$ cat config.mk
export PLATFORM = sky130hd
export DESIGN_NAME = irq_route_regs
export DESIGN_NICKNAME = d
export VERILOG_FILES = /design/src/rtl/irq_route_pkg.sv /design/src/rtl/irq_bus_decode.sv /design/src/rtl/irq_id_regs.sv /design/src/rtl/irq_redir_table.sv /design/src/rtl/irq_route_regs.sv
export SDC_FILE = /design/constraint.sdc
export NUM_CORES = 1
export LEC_CHECK = 0
export BUFFER_PORTS_ARGS = -buffer_cell sky130_fd_sc_hd__buf_4
export CAP_MARGIN = 20
export CORE_AREA = 2 2 636 638
export CTS_CLUSTER_SIZE = 24
export DETAILED_ROUTE_END_ITERATION = 10
export DIE_AREA = 0 0 638 640
export MAX_ROUTING_LAYER = met4
export PLACE_DENSITY_LB_ADDON = 0.3
export SYNTH_ARGS = -nofsm -noshare
export SYNTH_HDL_FRONTEND = slang
export SYNTH_HIERARCHICAL = 1
export SYNTH_SLANG_ARGS = --single-unit
$ cat constraint.sdc
create_clock -name clk_i -period 4.1 [get_ports clk_i]
set_input_delay 0.41 -clock clk_i [delete_from_list [all_inputs] [get_ports clk_i]]
set_output_delay 0.41 -clock clk_i [all_outputs]
set_load 0.05 [all_outputs]
$ cat src/rtl/irq_route_pkg.sv
package irq_route_pkg;
  localparam logic [7:0]  IDX_ID       = 8'h00;
  localparam logic [7:0]  IDX_CAP      = 8'h01;
  localparam logic [7:0]  IDX_ARB      = 8'h02;
  localparam logic [7:0]  IDX_TBL_BASE = 8'h10;
  localparam logic [7:0]  CAP_VERSION  = 8'h14;
  localparam logic [31:0] LO_KEEP      = 32'h0001_FFFF;
  localparam logic [31:0] HI_KEEP      = 32'hFF00_0000;

  typedef enum logic [1:0] {PORT_SEL, PORT_WIN, PORT_BAD} port_e;
  typedef enum logic [2:0] {TGT_NONE, TGT_ID, TGT_CAP, TGT_ARB, TGT_TBL} tgt_e;
endpackage

$ cat src/rtl/irq_bus_decode.sv
module irq_bus_decode
  import irq_route_pkg::*;
#(
  parameter int unsigned ADDR_W  = 8,
  parameter int unsigned NUM_ENT = 24,
  localparam int unsigned ENT_W  = $clog2(NUM_ENT)
) (
  input  logic [ADDR_W-1:0] addr_i,
  input  logic [3:0]        be_i,
  input  logic [7:0]        sel_i,
  output port_e             port_o,
  output tgt_e              tgt_o,
  output logic [ENT_W-1:0]  ent_o,
  output logic              hi_o
);
  localparam int unsigned TBL_END = 16 + 2 * NUM_ENT;

  logic       full;
  logic [7:0] rel;

  assign full = (be_i == 4'hF);
  assign rel  = sel_i - IDX_TBL_BASE;

  always_comb begin
    if (full && addr_i == ADDR_W'(0))       port_o = PORT_SEL;
    else if (full && addr_i == ADDR_W'(16)) port_o = PORT_WIN;
    else                                    port_o = PORT_BAD;
  end

  always_comb begin
    if (sel_i == IDX_ID)       tgt_o = TGT_ID;
    else if (sel_i == IDX_CAP) tgt_o = TGT_CAP;
    else if (sel_i == IDX_ARB) tgt_o = TGT_ARB;
    else if (sel_i >= IDX_TBL_BASE && 32'(sel_i) < TBL_END) tgt_o = TGT_TBL;
    else                       tgt_o = TGT_NONE;
  end

  assign ent_o = ENT_W'(rel >> 1);
  assign hi_o  = rel[0];
endmodule

$ cat src/rtl/irq_id_regs.sv
module irq_id_regs #(
  parameter logic [3:0] ID_RST = 4'd0
) (
  input  logic       clk_i,
  input  logic       rst_ni,
  input  logic       sel_we_i,
  input  logic [7:0] sel_d_i,
  input  logic       id_we_i,
  input  logic       arb_we_i,
  input  logic [3:0] id_d_i,
  output logic [7:0] sel_o,
  output logic [3:0] id_o,
  output logic [3:0] arb_o
);
  always_ff @(posedge clk_i or negedge rst_ni) begin
    if (!rst_ni) begin
      sel_o <= 8'h00;
      id_o  <= ID_RST;
      arb_o <= ID_RST;
    end else begin
      if (sel_we_i) sel_o <= sel_d_i;
      if (id_we_i)  id_o  <= id_d_i;
      if (arb_we_i) arb_o <= id_d_i;
    end
  end
endmodule

$ cat src/rtl/irq_redir_table.sv
module irq_redir_table
  import irq_route_pkg::*;
#(
  parameter int unsigned NUM_ENT = 24,
  localparam int unsigned ENT_W  = $clog2(NUM_ENT)
) (
  input  logic                   clk_i,
  input  logic                   rst_ni,
  input  logic                   we_i,
  input  logic [ENT_W-1:0]       ent_i,
  input  logic                   hi_i,
  input  logic [31:0]            wdata_i,
  output logic [31:0]            rdata_o,
  output logic [NUM_ENT*64-1:0]  table_o
);
  logic [63:0] ent_q [NUM_ENT];

  for (genvar g = 0; g < NUM_ENT; g++) begin : g_ent
    logic hit;
    assign hit = we_i && (int'(ent_i) == g);

    always_ff @(posedge clk_i or negedge rst_ni) begin
      if (!rst_ni) begin
        ent_q[g] <= 64'h0;
      end else if (hit) begin
        if (hi_i) ent_q[g][63:32] <= wdata_i & HI_KEEP;
        else      ent_q[g][31:0]  <= wdata_i & LO_KEEP;
      end
    end

    assign table_o[g*64 +: 64] = ent_q[g];
  end

  always_comb begin
    rdata_o = 32'h0;
    if (int'(ent_i) < NUM_ENT) begin
      rdata_o = hi_i ? ent_q[ent_i][63:32] : ent_q[ent_i][31:0];
    end
  end
endmodule

$ cat src/rtl/irq_route_regs.sv
module irq_route_regs
  import irq_route_pkg::*;
#(
  parameter int unsigned ADDR_W  = 8,
  parameter int unsigned NUM_ENT = 24,
  parameter logic [3:0]  ID_RST  = 4'd0
) (
  input  logic                  clk_i,
  input  logic                  rst_ni,
  input  logic                  req_i,
  input  logic                  we_i,
  input  logic [ADDR_W-1:0]     addr_i,
  input  logic [3:0]            be_i,
  input  logic [31:0]           wdata_i,
  output logic [31:0]           rdata_o,
  output logic                  rvalid_o,
  output logic                  err_o,
  output logic                  warn_o,
  output logic [NUM_ENT*64-1:0] table_o
);
  localparam int unsigned ENT_W   = $clog2(NUM_ENT);
  localparam logic [31:0] CAP_WORD = {8'h00, 8'(NUM_ENT - 1), 8'h00, CAP_VERSION};

  port_e            port;
  tgt_e             tgt;
  logic [ENT_W-1:0] ent;
  logic             hi;
  logic [7:0]       sel_q;
  logic [3:0]       id_q, arb_q;
  logic [31:0]      tbl_rd, rd_mux;
  logic             wr, rd, win;

  assign wr  = req_i && we_i;
  assign rd  = req_i && !we_i;
  assign win = (port == PORT_WIN);

  irq_bus_decode #(.ADDR_W(ADDR_W), .NUM_ENT(NUM_ENT)) u_dec (
    .addr_i (addr_i),
    .be_i   (be_i),
    .sel_i  (sel_q),
    .port_o (port),
    .tgt_o  (tgt),
    .ent_o  (ent),
    .hi_o   (hi)
  );

  irq_id_regs #(.ID_RST(ID_RST)) u_ids (
    .clk_i    (clk_i),
    .rst_ni   (rst_ni),
    .sel_we_i (wr && port == PORT_SEL),
    .sel_d_i  (wdata_i[7:0]),
    .id_we_i  (wr && win && tgt == TGT_ID),
    .arb_we_i (wr && win && tgt == TGT_ARB),
    .id_d_i   (wdata_i[27:24]),
    .sel_o    (sel_q),
    .id_o     (id_q),
    .arb_o    (arb_q)
  );

  irq_redir_table #(.NUM_ENT(NUM_ENT)) u_tbl (
    .clk_i   (clk_i),
    .rst_ni  (rst_ni),
    .we_i    (wr && win && tgt == TGT_TBL),
    .ent_i   (ent),
    .hi_i    (hi),
    .wdata_i (wdata_i),
    .rdata_o (tbl_rd),
    .table_o (table_o)
  );

  always_comb begin
    rd_mux = 32'h0;
    unique case (port)
      PORT_SEL: rd_mux = {24'h0, sel_q};
      PORT_WIN: begin
        unique case (tgt)
          TGT_ID:  rd_mux = {4'h0, id_q, 24'h0};
          TGT_CAP: rd_mux = CAP_WORD;
          TGT_ARB: rd_mux = {4'h0, arb_q, 24'h0};
          TGT_TBL: rd_mux = tbl_rd;
          default: rd_mux = 32'h0;
        endcase
      end
      default: rd_mux = 32'h0;
    endcase
  end

  always_ff @(posedge clk_i or negedge rst_ni) begin
    if (!rst_ni) begin
      rdata_o  <= 32'h0;
      rvalid_o <= 1'b0;
      err_o    <= 1'b0;
      warn_o   <= 1'b0;
    end else begin
      rvalid_o <= rd;
      if (rd) rdata_o <= rd_mux;
      err_o    <= req_i && (port == PORT_BAD);
      warn_o   <= req_i && win && (tgt == TGT_NONE);
    end
  end
endmodule

==> metrics.txt <==
crit path DAT 4.21 ns; Clock Latency Late Sink 0.71 ns; Clock Tree Root clkbuf_16; skew final 0.0568 ns; Pwr per Cell Area 331 mW/mm2; layout cells sized above 1 42.7%; Worst Tran Pin Value 1.01 ns; total track usage 9.05%; largest net degree at the start of global routing 96; DRT iter0 DRCs 1298; Post-DP HPWL 152 mm; Post-CTS Resized 0; site row count 233; critical path startpoint category flop; first-pass GRT wire length approximately 240 mm; final core occ 12.2%; Post-Syn Area between 0.03 and 0.04 mm2; Seq cells post-synth 651; WS Path Type reg -> reg; outcome finished clean; layout overhead on the synthesized area 31.0%; total CTS buffers a little under 80; CP endpoint kind flop; top_reg_cell synth dfrtp_1; Final Non-Filler Cells 9213; Residual DRC 0; io pins 1619; synthesized area per cell 11.9 um2; EDFF count, synth 0; grt ovf 0; hold_buf cts 2; post-route ant nets 0; TritonCTS clock tree done; DRT Pass-1 Iters 5; Async SR Flop Fraction 100%; path type of the worst min-delay path in -> async; Initial Util 9.32%; register area share after synthesis 43.5%; routed wire length 190 mm; library cells used by synthesis 57; die area 0.408 mm2; total core area 0.401 mm2; initial antenna violation count 22; die height 640 um; # H-tree levels 3; Finish-stage setup viols 0; Post CTS Setup Buffer Count 0; Post-Synthesis Cells 3146; final hold slack approximately 0.19 ns; pre-CTS setup slack 0.309 ns; Final WS setup 0.433 ns; Vias/cell 2.69; part of the cycle the worst path needs 89.4%; unrepaired setup endpoints after global routing no; Worst VDD drop between 0.3 and 0.4 mV; chip width 638 um; via count 24800; Leakage between 20 and 25 nW; IO Port Bufs 675; number of fill cells 45600; YS warnings 6; Slew headroom between 30% and 40%; Final #Nets 3909; CTS Buffer Depth 3; post-route setup TNS 0 ns; max-capacitance violation count 0; # clock sinks roughly 650; min Tclk post-route 3.67 ns; max frequency around 270 MHz; GP Congestion 0.826; max-slew violations 0; crit-path max FO 17; placed cells 9064; number of hold violations in the final report 0; clock-pin slew on the worst setup and hold paths 0.06 ns; number of global-route vias before repair 23900; WP data required 4.64 ns; detail-routed net length per standard cell 20.6 um
==> registers in the layout, indices dropped and copies added, names as in the netlist <==
signal	cells
err_o	1
rdata_o	32
rvalid_o	1
u_ids/arb_o	4
u_ids/id_o	4
u_ids/sel_o	8
u_tbl/table_o	600
warn_o	1
==> cell type report <==
type,count,area [um2],area share (%)
well taps,5287,6620,13.5
repair buffers,811,6660,13.6
diodes,9,22.5,0.0459
clock inverters,31,472,0.962
multi-input cells,2312,16700,34.1
inverters,5,20.0,0.0408
flip-flops and latches,651,16300,33.2
clock buffers,107,2220,4.53
==> critical path, stage by stage, from the launching register on <==
cell and delay [ns]:
dfrtp_1 0.44, clkinv_2 0.30, ha_1 0.32, a311o_1 0.29, a21oi_2 0.26, nor3b_4 0.24
and2_1 0.24, buf_12 0.16, nand2b_2 0.10, nor3b_4 0.38, nand2_4 0.35, mux2_2 0.39
==> cells in the final DEF, fill, tap and decap left out, types with 5 or more instances in the layout <==
cell       netlist  final
conb_1           1    943
buf_4          969    763
dfrtp_1        651    649
mux2_2         632    632
mux2i_1        229    229
nand2_1        101    101
a22oi_1         83     83
clkbuf_16        0     77
buf_12           0     45
nor2_1          32     31
nand3_1         28     28
a32oi_1         26     26
a221oi_1        25     25
mux4_2          25     25
a311oi_1        21     21
o21ai_0         20     20
nor2_2          20     19
clkbuf_8         0     18
nand2_2         14     14
o21ai_1         14     14
clkbuf_1        92     12
nor2_4           8     10
diode_2          0      9
clkinv_2         0      8
mux2_4           8      8
a21oi_1          6      6
nor3_4           6      6
nand2b_1         6      5
clkinv_16        0      5
bufinv_16        0      5
==> metrics by stage <==
stage	power [mW]	instance area [um2]
6_report	16.2	49000
5_1_grt	16.9	49000
4_1_cts	16.5	49000
3_5_place_dp	8.86	46300
3_3_place_gp	8.85	46300
2_1_floorplan	9.22	41000
==> logic make-up after synthesis <==
kind of cell | count (synthesis) | synth area share, %
buffers and inverters | 1125 | 21.3
multiplexers | 895 | 27.0
flip-flops | 651 | 43.5
AND/OR/NAND/NOR | 263 | 3.92
AO/OA/AOI/OAI | 207 | 4.12
adder cells (fa/ha/maj) | 3 | 0.100
other | 1 | 0.0100
XOR/XNOR | 1 | 0.0234
==> where the power goes <==
group          internal (mW)  leakage (nW)  switching (mW)  total, mW
clock network           4.17          1.30            3.29       7.47
registers               6.43          9.09         0.00255       6.43
logic                 0.0737          12.1            2.24       2.32
==> synthesized netlist by cell type (all sizes together), types with 2 or more instances <==
| cell type | number | area share (%) |
|---|---|---|
| a211oi | 4 | 0.080 |
| a21oi | 7 | 0.10 |
| a221oi | 25 | 0.59 |
| a22oi | 83 | 1.7 |
| a311oi | 21 | 0.49 |
| a31oi | 2 | 0.033 |
| a32oi | 26 | 0.61 |
| and2 | 6 | 0.10 |
| and2b | 4 | 0.084 |
| and3 | 4 | 0.067 |
| and3b | 4 | 0.094 |
| buf | 1028 | 20 |
| clkbuf | 92 | 0.92 |
| dfrtp | 651 | 44 |
| ha | 3 | 0.10 |
| inv | 5 | 0.050 |
| mux2 | 641 | 19 |
| mux2i | 229 | 6.1 |
| mux4 | 25 | 1.5 |
| nand2 | 117 | 1.3 |
| nand2b | 7 | 0.12 |
| nand3 | 32 | 0.50 |
| nand3b | 3 | 0.060 |
| nand4 | 3 | 0.050 |
| nand4b | 2 | 0.047 |
| nor2 | 60 | 0.90 |
| nor2b | 7 | 0.12 |
| nor3 | 6 | 0.26 |
| nor3b | 3 | 0.12 |
| o21ai | 34 | 0.45 |
| o22ai | 4 | 0.067 |
| or3 | 2 | 0.033 |
==> worst paths after layout <==
check	cells after the start	start	endpoint	slack [ns]
setup / recovery	11	u_ids/sel_o[4]	u_tbl/table_o[1291]	0.43
hold / removal	2	rst_ni	u_tbl/table_o[1470]	0.19
setup reg to reg	11	u_ids/sel_o[4]	u_tbl/table_o[1291]	0.43
hold reg to reg	2	rdata_o[13]	rdata_o[13]	0.48
max in group asynchronous	3	rst_ni	u_tbl/table_o[1419]	2.32
min in group clk_i	4	we_i	rdata_o[2]	0.20
==> per-layer routing <==
| layer | routed length [um] | vias up | global-route usage (%) |
|---|---|---|---|
| met5 | 0 | - | - |
| met4 | 10300 | 0 | 4.44 |
| met3 | 8800 | 226 | 1.34 |
| met2 | 103000 | 1110 | 16.6 |
| met1 | 67900 | 12900 | 9.40 |
| li1 | - | 10500 | - |
No activity file was read; power rests on OpenSTA's default activity.
